**src/rtl/txw_pkg.sv**
```systemverilog
package txw_pkg;

    localparam int DATA_W = 32;
    localparam int KIND_W = 2;
    localparam int LFSR_W = 7;
    localparam int TAP_HI = 7;
    localparam int TAP_LO = 6;
    localparam logic [LFSR_W-1:0] SEED = '1;
    localparam logic [KIND_W-1:0] KIND_SYNC = '0;

    typedef enum logic [1:0] {
        WK_IDLE   = 2'd0,
        WK_SYNC   = 2'd1,
        WK_DATA   = 2'd2,
        WK_ORPHAN = 2'd3
    } word_kind_e;

    typedef struct packed {
        logic [DATA_W-1:0] ks;
        logic [LFSR_W-1:0] next;
    } ks_t;

    // Runs the additive generator DATA_W steps; first bit goes to the MSB.
    function automatic ks_t prbs_run(input logic [LFSR_W-1:0] seed);
        ks_t r;
        logic [LFSR_W-1:0] s;
        logic nb;
        s = seed;
        r.ks = '0;
        for (int i = 0; i < DATA_W; i++) begin
            nb = s[TAP_HI-1] ^ s[TAP_LO-1];
            r.ks[DATA_W-1-i] = nb;
            s = {s[LFSR_W-2:0], nb};
        end
        r.next = s;
        return r;
    endfunction

endpackage

```
**src/rtl/txw_classify.sv**
```systemverilog
module txw_classify
    import txw_pkg::*;
(
    input  logic              valid,
    input  logic [KIND_W-1:0] kind,
    input  logic              armed,
    output word_kind_e        wk
);
    always_comb begin
        if (!valid)
            wk = WK_IDLE;
        else if (kind == KIND_SYNC)
            wk = WK_SYNC;
        else if (armed)
            wk = WK_DATA;
        else
            wk = WK_ORPHAN;
    end
endmodule

```
**src/rtl/txw_scrambler.sv**
```systemverilog
module txw_scrambler
    import txw_pkg::*;
(
    input  logic              clk,
    input  logic              rst,
    input  logic              reseed,
    input  logic              advance,
    output logic [DATA_W-1:0] keystream
);
    logic [LFSR_W-1:0] state_q;
    ks_t               run;

    always_comb run = prbs_run(state_q);
    assign keystream = run.ks;

    always_ff @(posedge clk) begin
        if (rst || reseed)
            state_q <= SEED;
        else if (advance)
            state_q <= run.next;
    end
endmodule

```
**src/rtl/txw_framer.sv**
```systemverilog
module txw_framer
    import txw_pkg::*;
#(
    parameter logic [DATA_W-1:0] IDLE_WORD = 32'hBC95_BC95,
    parameter logic [DATA_W-1:0] SYNC_WORD = 32'h1F3A_C5E0
) (
    input  logic              clk,
    input  logic              rst,
    input  logic [DATA_W-1:0] tx_data,
    input  logic [KIND_W-1:0] tx_kind,
    input  logic              tx_valid,
    output logic [DATA_W-1:0] word_out,
    output logic              word_scr,
    output logic              lock_err
);
    logic              armed_q;
    word_kind_e        wk;
    logic [DATA_W-1:0] ks;

    txw_classify u_cls (
        .valid (tx_valid),
        .kind  (tx_kind),
        .armed (armed_q),
        .wk    (wk)
    );

    txw_scrambler u_scr (
        .clk       (clk),
        .rst       (rst),
        .reseed    (wk == WK_SYNC),
        .advance   (wk == WK_DATA),
        .keystream (ks)
    );

    always_ff @(posedge clk) begin
        if (rst) begin
            armed_q  <= 1'b0;
            lock_err <= 1'b0;
            word_out <= IDLE_WORD;
            word_scr <= 1'b0;
        end else begin
            unique case (wk)
                WK_SYNC: begin
                    armed_q  <= 1'b1;
                    word_out <= SYNC_WORD;
                    word_scr <= 1'b0;
                end
                WK_DATA: begin
                    word_out <= tx_data ^ ks;
                    word_scr <= 1'b1;
                end
                WK_ORPHAN: begin
                    lock_err <= 1'b1;
                    word_out <= IDLE_WORD;
                    word_scr <= 1'b0;
                end
                default: begin
                    word_out <= IDLE_WORD;
                    word_scr <= 1'b0;
                end
            endcase
        end
    end
endmodule

```
**config.mk**
```make
export PLATFORM = sky130hd
export DESIGN_NAME = txw_framer
export DESIGN_NICKNAME = d
export VERILOG_FILES = /design/src/rtl/txw_pkg.sv /design/src/rtl/txw_classify.sv /design/src/rtl/txw_scrambler.sv /design/src/rtl/txw_framer.sv
export SDC_FILE = /design/constraint.sdc
export NUM_CORES = 1
export LEC_CHECK = 0
export BUFFER_PORTS_ARGS = -buffer_cell sky130_fd_sc_hd__buf_4
export CAP_MARGIN = 15
export CORE_MARGIN = 2
export CORE_UTILIZATION = 53
export DETAILED_ROUTE_END_ITERATION = 8
export GPL_TIMING_DRIVEN = 0
export PLACE_DENSITY_LB_ADDON = 0.05
export SYNTH_ARGS = -nofsm -noshare
export SYNTH_HDL_FRONTEND = slang
export SYNTH_SLANG_ARGS = --single-unit
```
**constraint.sdc**
```tcl
create_clock -name clk -period 2.4 [get_ports clk]
set_clock_uncertainty 0.05 [all_clocks]
set_input_delay 0.36 -clock clk [delete_from_list [all_inputs] [get_ports clk]]
set_output_delay 0.36 -clock clk [all_outputs]
set_load 0.02 [all_outputs]
```
Word level (Yosys, flattened, before mapping)
Index checks and enable logic that the tools add are counted.

word-level totals
  bits in registers = 42
  input bits = 37
  output and inout bits = 34
  logic and storage cells = 48

cells by class
  equality and inequality tests = 3
  mux-type cells = 5
  bitwise operators = 33
  reduce and logical (&&, ||, !) cells = 2

operators with widths
  operator                                                         count
  32-bit case mux with 2 select lines                              1
  1-bit bitwise XOR                                                32
  32-bit bitwise XOR                                               1
  2-bit == test, second input constant                             2
  2-bit two-way mux                                                2
  2-bit by 1-bit == test with 1-bit output, second input constant  1
  2-bit zero test                                                  1
  1-bit two-way mux                                                2
  1-bit logical OR                                                 1

Depth between registers and ports, before layout
Gate-level depths: netlist (run 1).

  depth in word-level cells = 8
  gate-level depth with buffers = 8
  mapped depth without buffers = 7

By module
From an unflattened synthesis (run 1), not the netlist that was laid out.

unflattened totals
  cells, all modules = 190
  area total of the unflattened synthesis = 1993.2 µm²

by module, submodules not included
  module         instances  cells an instance  area each (µm²)  seq. area each (µm²)
  txw_framer     1          122                1331.3           700.7
  txw_scrambler  1          65                 643.1            140.1
  txw_classify   1          3                  18.8             0.0

Least setup slack after synthesis (run 1)
No wires, ideal clock.

  path kind = in2reg
  start point = input port tx_kind[1]
  end point = register word_out[0]
  setup time = 0.058 ns
  data arrival time = 1.617 ns
  data required time = 2.292 ns
  path slack = 0.675 ns
  stages = 8
  buffers on the path = 2
  cells stage by stage = o21ai_0 and2_1 inv_1 ha_1 clkbuf_1 o21bai_1 clkbuf_1 a21o_1

between the ends
  word-level cells in the longest chain between the ends = 5
  elaborated cells on any way between the ends = 6
  those cells by class = 2 x eq/ne; 3 x mux; 1 x reduce/logical

RTL lines
  item                                 RTL line            source
  start: declaration                   txw_framer.sv:10    input logic [KIND_W-1:0] tx_kind,
  2-bit zero test                      txw_classify.sv:12  else if (kind == KIND_SYNC)
  2-bit two-way mux                    txw_classify.sv:12
  2-bit two-way mux                    txw_classify.sv:10  if (!valid)
  2-bit == test                        -
  via u_scr.advance                    txw_scrambler.sv:7  input logic advance,
  32-bit case mux with 2 select lines  txw_framer.sv:42    unique case (wk)
  end signal: assignment               txw_framer.sv:49    word_out <= tx_data ^ ks;
  end: declaration                     txw_framer.sv:12    output logic [DATA_W-1:0] word_out,

The timed path passes the listed nets, and every way through them passes these cells.
A chain may end at the register's enable or synchronous reset.

Worst setup path in the final report (run 1)
  start point = register armed_q
  end point = register word_out[18]

between the ends
  word-level cells in the longest chain between the ends = 5
  elaborated cells on any way between the ends = 6
  those cells by class = 2 x eq/ne; 4 x mux

RTL lines
  item                                 RTL line            source
  start: declaration                   txw_framer.sv:16    logic armed_q;
  start signal: assignment             txw_framer.sv:37    armed_q <= 1'b0;
  start signal: assignment             txw_framer.sv:44    armed_q <= 1'b1;
  1-bit two-way mux                    txw_classify.sv:14  else if (armed)
  2-bit two-way mux                    txw_classify.sv:12
  2-bit two-way mux                    txw_classify.sv:10
  2-bit == test                        -
  via u_scr.advance                    txw_scrambler.sv:7
  32-bit case mux with 2 select lines  txw_framer.sv:42

The timed path passes the listed nets, and every way through them passes these cells.

==> metrics.md, run 1 <==
| Metric | Value |
|---|---|
| Unrepaired setup endpoints after global routing | false |
| Worst reg2reg endpoint | word_out[18]$_SDFF_PP1_ |
| Placement Rows | 22 |
| Total power | 0.001789 W |
| Crit path required time | 2.59 ns |
| Worst slew pin tran | around 0.58 ns |
| I/O Pins | 71 |
| Synth top area share | 41.33% |
| Fmax | 0.5100 GHz |
| Die area | 0.004350 sq mm |
| FF-to-FF Start | armed_q$_SDFFE_PP0N_ |
| Antenna violations before repair | 0 |
| Kind of start point of the critical path | register |
| Max-cap viol count | 0 |
| Sink Count | 42 |
| Clock-pin transition on the worst setup and hold timing paths | 0.07 ns |
| Post-CTS Setup Bufs | 0 |
| Most frequent cell on the critical path | clkbuf_1 |
| Global-route usage over all layers | 20.49% |
| CTS buffer count | 5 |
| Top cell family by delay on the critical path | buffers and inverters |
| H-tree depth | 2 |
| VDD IR max | 0.3914 mV |
| Per-cell routed wire length | 13.09 um |
| Element type at the critical path end | register |
| Layout Nets | 307 |
| Die Y | 65.96 um |
| Hold Startpoint | rst |
| Ys async rst share | 0% |
| Reg power frac | 42.6% |
| Final Hold Fails | 0 |
| R2r worst-path depth | 8 |
| Cell Int Power | 0.001263 W |
| Pin count of the biggest net entering global routing | 13 |
| Post-synth EDFFs | 0 |
| Mapped Area | 0.002034 sq mm |
| Synth Instances | 190 |
| Worst Hold End | word_scr$_SDFF_PP0_ |
| NetSw | 0.0005257 W |
| Worst-path maximum fanout | 10 |
| TritonCTS clock tree | yes |
| Post-Synthesis Net Count | between 200 and 250 |
| PostCTS Resize Cnt | 0 |
| Die width | approximately 66 um |
| Sw frac | between 20 and 30% |
| DP HPWL | 3.051 mm |
| Core Area | around 0.0037 sq mm |
| Run status | complete, no violations |
| Area delta synth->final | 33.27% |
| Synth Flop Type | dfxtp_1 |
| Worst R2R Setup Slack | about 0.44 ns |
| Worst slew margin | 61.42% |
| Min Tclk post-route | 1.961 ns |
| DRC | 0 |
| Synthesized area per cell | 10.71 sq um |
| Seq/Total Area, Yosys | 41.33% |
| Slew Viols, Final | 0 |
| CP arrival | 2.15 ns |
| First-pass iteration count of the detailed router | 4 |
| # hold bufs at CTS | 0 |
| Vias | 1475 |
| Clock buffer depth | 2 |
| Syn. warnings | 0 |
| Main area contributors after synthesis | dfxtp_1 (41%), xnor2_1 (15%), xor2_1 (7.7%) |
| Synthesized flop and latch total | 42 |
| Final wirelength | 4.136 mm |
| Synth cell count leaders | dfxtp_1 (42), xnor2_1 (35), nor2_1 (23), a21o_1 (18), xor2_1 (18) |
| Port-buffer cells | 70 |
| # setup viols final | 0 |
| Buf/Inv on CP | 3 |
| Top-count cell post-synth | dfxtp_1 |
| Yosys cell types | 27 |
| Ant. Diodes | 0 |
| Pwr dens | 659.8 mW/mm^2 |
| First-pass GRT wire length | roughly 6.5 mm |
| TNS Setup | 0 ns |
| CP Cell Sequence | o21ai_0 > and2_1 > inv_1 > ha_1 > clkbuf_1 > o21bai_1 > clkbuf_1 > a21o_1 |
| Aggregate global routing overflow | 0 |
| Share of cells above drive strength 1 | a little over a third |
| Via density | 4.668 |
| Worst hold stages | 2 |
| Crit Path Class | register to register |
| Vias in the first global route | 1350 |
| Initial cell density of the core | 55.16% |
| Worst-path cell with the longest stage delay | clkbuf_1 |
| Routability cong. | 0.7821 |
| Dominant cell type by area after synthesis | dfxtp_1 |
| 1st-iter DRT viols | 60 |
| Root Driver | clkbuf_8 |
| Final ANT Viol Nets | 0 |
| Hold Crit Class | input pin to register |
| Final worst path period share | 81.69% |
| Pleak | about 1.2 nW |
| Crit path largest cell delay | 0.48 ns |
| Clk_lat worst skew | 0.30 ns |
| Clock power frac | 26.0% |
| Logic pwr share | 31.4% |
placed cells by master (no fill, tap or decap), types with 2 or more instances in the layout:
| cell | netlist | layout |
|---|---|---|
| buf_4 | 1 | 71 |
| dfxtp_1 | 42 | 42 |
| xnor2_1 | 35 | 35 |
| nor2_1 | 23 | 23 |
| xor2_1 | 18 | 18 |
| a21o_1 | 18 | 18 |
| o21ai_0 | 15 | 15 |
| clkbuf_1 | 5 | 6 |
| clkbuf_8 | 0 | 6 |
| buf_6 | 4 | 4 |
| nand2_1 | 3 | 3 |
| xnor2_2 | 3 | 3 |
| xnor2_4 | 3 | 3 |
| ha_1 | 3 | 3 |
| inv_1 | 2 | 2 |
| buf_2 | 2 | 2 |
| xnor3_1 | 2 | 2 |
per-stage QoR:
step / hold slack [ns] / cells / setup WS (ns) / utilization (%) / instance area (sq um)
final: 0.2099 / 316 / 0.4394 / 73.51 / 2711
after global routing: 0.2073 / 316 / 0.2124 / 73.51 / 2711
after CTS: 0.2065 / 316 / 0.4636 / 73.51 / 2711
after global placement: 0.4017 / 308 / 0.2781 / 71.03 / 2620
after floorplan: 0.3767 / 190 / 0.6751 / - / 2034
after detailed placement: 0.4098 / 308 / 0.2285 / 71.03 / 2620
power by group through the flow:
stage	Clock (W)	Combinational (W)	Sequential, W
6_report	0.000465	0.000562	0.000762
5_1_grt	0.000504	0.000609	0.000766
4_1_cts	0.000474	0.000567	0.000762
3_5_place_dp	0	0.000563	0.000778
3_3_place_gp	0	0.000555	0.000778
2_1_floorplan	0	0.000335	0.000834
area by class of cell:
class | instances | area [sq um]
clock buffer | 7 | 86.33
timing repair buffer | 70 | 525.5
clock inverter | 1 | 5.005
fill | 300 | 977.2
buffer | 12 | 81.33
tap | 48 | 60.06
sequential | 42 | 840.8
inverter | 3 | 11.26
multi-input combinational | 133 | 1101
flip-flops by register name, summed over array words and instances, names as in the netlist:
name,cells
word_scr,1
lock_err,1
armed_q,1
u_scr.state_q,7
word_out,32
metal layers:
layer	wire, um	GRT usage (%)	part of all wire, %	up-vias
met2	1992	33.71	48	50
met3	249	5.281	6.0	6
met4	56	6.888	1.4	0
li1	-	-	-	760
met5	0	0	0	-
met1	1837	26.19	44	659
worst max path at each step:
stage                          from                      end  slack, ns  cells after the start
2_1_floorplan            tx_kind[1]   word_out[0]$_SDFF_PP1_       0.68                      8
3_3_place_gp             tx_kind[1]  word_out[17]$_SDFF_PP0_       0.28                      9
3_5_place_dp             tx_kind[1]   word_out[0]$_SDFF_PP1_       0.23                      9
4_1_cts        armed_q$_SDFFE_PP0N_  word_out[18]$_SDFF_PP1_       0.46                      8
5_1_grt        armed_q$_SDFFE_PP0N_  word_out[18]$_SDFF_PP1_       0.21                      8
6_report       armed_q$_SDFFE_PP0N_  word_out[18]$_SDFF_PP1_       0.44                      8
kinds of logic after synthesis:
family / Yosys count / share of synthesized area [%]
fa+ha+maj: 3 / 1.845
simple gates: 29 / 5.720
buf+inv: 15 / 4.551
flops: 42 / 41.33
compound gates: 37 / 11.69
xor+xnor: 64 / 34.87
(Power assumes the default switching activity.)
==> inputs of run 2 (changes only) <==
--- a/config.mk
+++ b/config.mk
@@ -8,7 +8,7 @@
 export BUFFER_PORTS_ARGS = -buffer_cell sky130_fd_sc_hd__buf_4
 export CAP_MARGIN = 15
 export CORE_MARGIN = 2
-export CORE_UTILIZATION = 53
+export CORE_UTILIZATION = 45
 export DETAILED_ROUTE_END_ITERATION = 8
 export GPL_TIMING_DRIVEN = 0
 export PLACE_DENSITY_LB_ADDON = 0.05
==> constraint.sdc (replaced) <==
create_clock -name clk -period 1.8 [get_ports clk]
set_clock_uncertainty 0.05 [all_clocks]
set_input_delay 0.27 -clock clk [delete_from_list [all_inputs] [get_ports clk]]
set_output_delay 0.27 -clock clk [all_outputs]
set_load 0.02 [all_outputs]
==> metrics.md, run 2 (same netlist as run 1, synthesis figures left out) <==
| Metric | Value |
|---|---|
| Final non-filler cell area | 0.002728 sq mm (+0.60%) |
| CP arrival | 1.79 ns (-0.36 ns) |
| Placement Rows | 24 (+9.1%) |
| Commonest non-fill, non-tap cell in the layout | buf_4 |
| Sink Count | 42 (unchanged) |
| CTS buffer count | 5 (unchanged) |
| Unrepaired setup endpoints after global routing | false |
| Antenna violations before repair | 0 (unchanged) |
| Placed inst area | 0.002625 sq mm (+0.19%) |
| Sw frac | 29.09% (-0.29 points) |
| Fillers | 382 (+27%) |
| Worst-path maximum fanout | 10 (unchanged) |
| Crit path largest cell delay | 0.34 ns (-0.14 ns) |
| # hold bufs at CTS | 0 (unchanged) |
| VDD IR max | 0.4129 mV (+5.5%) |
| Seq. cell area | 840.8 sq um (unchanged) |
| Pleak | 1.230 nW (+0.63%) |
| Aggregate global routing overflow | 0 (unchanged) |
| Layout Nets | 306 (-0.33%) |
| First-pass GRT wire length | 6.789 mm (+4.2%) |
| Pwr dens | 867.4 mW/mm^2 (+31%) |
| Vias in the first global route | 1421 (+5.3%) |
| Max-cap viol count | 0 (unchanged) |
| TritonCTS clock tree | yes |
| H-tree depth | 2 (unchanged) |
| Worst slew margin | 69.80% (+8.4 points) |
| Die Y | 71.24 um (+8.0%) |
| Cell Int Power | 0.001678 W (+33%) |
| DRC | 0 (unchanged) |
| Die width | 71.24 um (+8.0%) |
| Final cell count without fillers | 317 (+0.32%) |
| Final worst path period share | 92.00% (+10 points) |
| Per-cell routed wire length | 12.81 um (-2.1%) |
| Clock buffer depth | 2 (unchanged) |
| Worst-path cell with the longest stage delay | dfxtp_1 |
| Worst slew pin tran | 0.4513 ns (-0.1274 ns) |
| Top cell family by delay on the critical path | compound AO/OA/AOI/OAI gates |
| Buf/Inv on CP | 2 (-1) |
| Ant. Diodes | 0 (unchanged) |
| Vias | 1496 (+1.4%) |
| Placed insts | 312 (+1.3%) |
| Core Area | 0.004354 sq mm (+18%) |
| DP HPWL | 3.080 mm (+0.95%) |
| Final Hold Fails | 0 (unchanged) |
| Clock-pin transition on the worst setup and hold timing paths | 0.08 ns (about the same) |
| Most frequent cells in the layout | buf_4 (71), dfxtp_1 (42), xnor2_1 (35), nor2_1 (23) |
| Global-route usage over all layers | 17.23% (-3.3 points) |
| # setup viols final | 0 (unchanged) |
| Hold Crit Class | input pin to register |
| Top flop regs | word_out (32), u_scr.state_q (7) |
| Crit path required time | 1.94 ns (-0.65 ns) |
| I/O Pins | 71 (unchanged) |
| Min Tclk post-route | 1.656 ns (-0.3045 ns) |
| Post-CTS Setup Bufs | 0 (unchanged) |
| Crit Path Class | register to register |
| Slew Viols, Final | 0 (unchanged) |
| Reg power frac | 42.9% (+0.3 points) |
| Fmax | 0.6038 GHz (+18%) |
| CP Cell Sequence | o21ai_0 > and2_1 > inv_1 > ha_2 > o21bai_1 > clkbuf_2 > a21o_1 |
| First-pass iteration count of the detailed router | 4 (unchanged) |
| Initial cell density of the core | 46.72% (-8.4 points) |
| Clock power frac | 25.3% (-0.7 points) |
| Share of cells above drive strength 1 | 38.11% (+3.4 points) |
| Clk_lat worst skew | 0.29 ns (about the same) |
| Multi-input logic area | 0.001116 sq mm (+1.4%) |
| Biggest register | word_out |
| Root Driver | clkbuf_8 |
| Logic pwr share | 31.7% (+0.3 points) |
| Port-buffer cells | 70 (unchanged) |
| Via density | 4.719 (+1.1%) |
| 1st-iter DRT viols | 38 (-37%) |
| Kind of start point of the critical path | register |
| Area delta synth->final | 34.07% |
| Element type at the critical path end | register |
| Run status | complete, no violations |
| Max reg flops | 32 (unchanged) |
| NetSw | 0.0006883 W (+31%) |
| Final wirelength | 4.062 mm (-1.8%) |
| Die area | 0.005075 sq mm (+17%) |
| Routability cong. | 0.7704 (-1.5%) |
| Final ANT Viol Nets | 0 (unchanged) |
| Pin count of the biggest net entering global routing | 12 (-1) |
-- run 2: per-stage QoR --
stage	hold slack (ns)	worst slack (ns)	setup TNS, ns	power (W)	util (%)
6_report	0.1312	0.1439	0	0.002366	62.64
3_3_place_gp	0.4056	-0.2444	-5.252	0.001782	60.29
4_1_cts	0.1109	0.009649	0	0.002379	62.16
3_5_place_dp	0.4135	-0.2362	-4.950	0.001786	60.29
5_1_grt	0.1303	0.003240	0	0.002498	62.64
2_1_floorplan	0.2867	0.1651	0	0.001558	-
-- run 2: layout make-up --
class,count,area share [%]
multi-input combinational,133,40.92
clock buffer,6,3.028
timing repair buffer,70,19.27
tap,52,2.385
inverter,3,0.5505
sequential,42,30.83
buffer,11,3.028
-- run 2: final timing paths --
check / startpoint / endpoint / slack (ns) / cells after the start
worst max-delay path: armed_q$_SDFFE_PP0N_ / word_out[16]$_SDFF_PP1_ / 0.14 / 7
worst min-delay path: rst / word_scr$_SDFF_PP0_ / 0.13 / 2
worst max register to register: armed_q$_SDFFE_PP0N_ / word_out[16]$_SDFF_PP1_ / 0.14 / 7
worst min register to register: lock_err$_SDFFE_PP0N_ / lock_err$_SDFFE_PP0N_ / 0.42 / 2
-- run 2: metal layers --
layer  up-vias  track usage [%]  part of all wire, %
met5         -                0                    0
met4         0            5.660                  1.4
met3         5            4.782                  6.3
met2        44            27.88                   48
met1       689            22.34                   44
li1        758                -                    -
-- run 2: power groups by stage --
| stage | logic [W] | clock network, W | registers (W) |
|---|---|---|---|
| 2_1_floorplan | 0.000446 | 0 | 0.00111 |
| 3_3_place_gp | 0.000744 | 0 | 0.00104 |
| 6_report | 0.000751 | 0.000599 | 0.00102 |
| 3_5_place_dp | 0.000748 | 0 | 0.00104 |
| 5_1_grt | 0.000822 | 0.000654 | 0.00102 |
| 4_1_cts | 0.000753 | 0.000609 | 0.00102 |
-- run 2: what timing repair did --
item,4_1_cts,5_1_grt
hold endpoints to repair,0,0
setup endpoints to repair,34,35
resized for setup,2,11
gates cloned,0,0
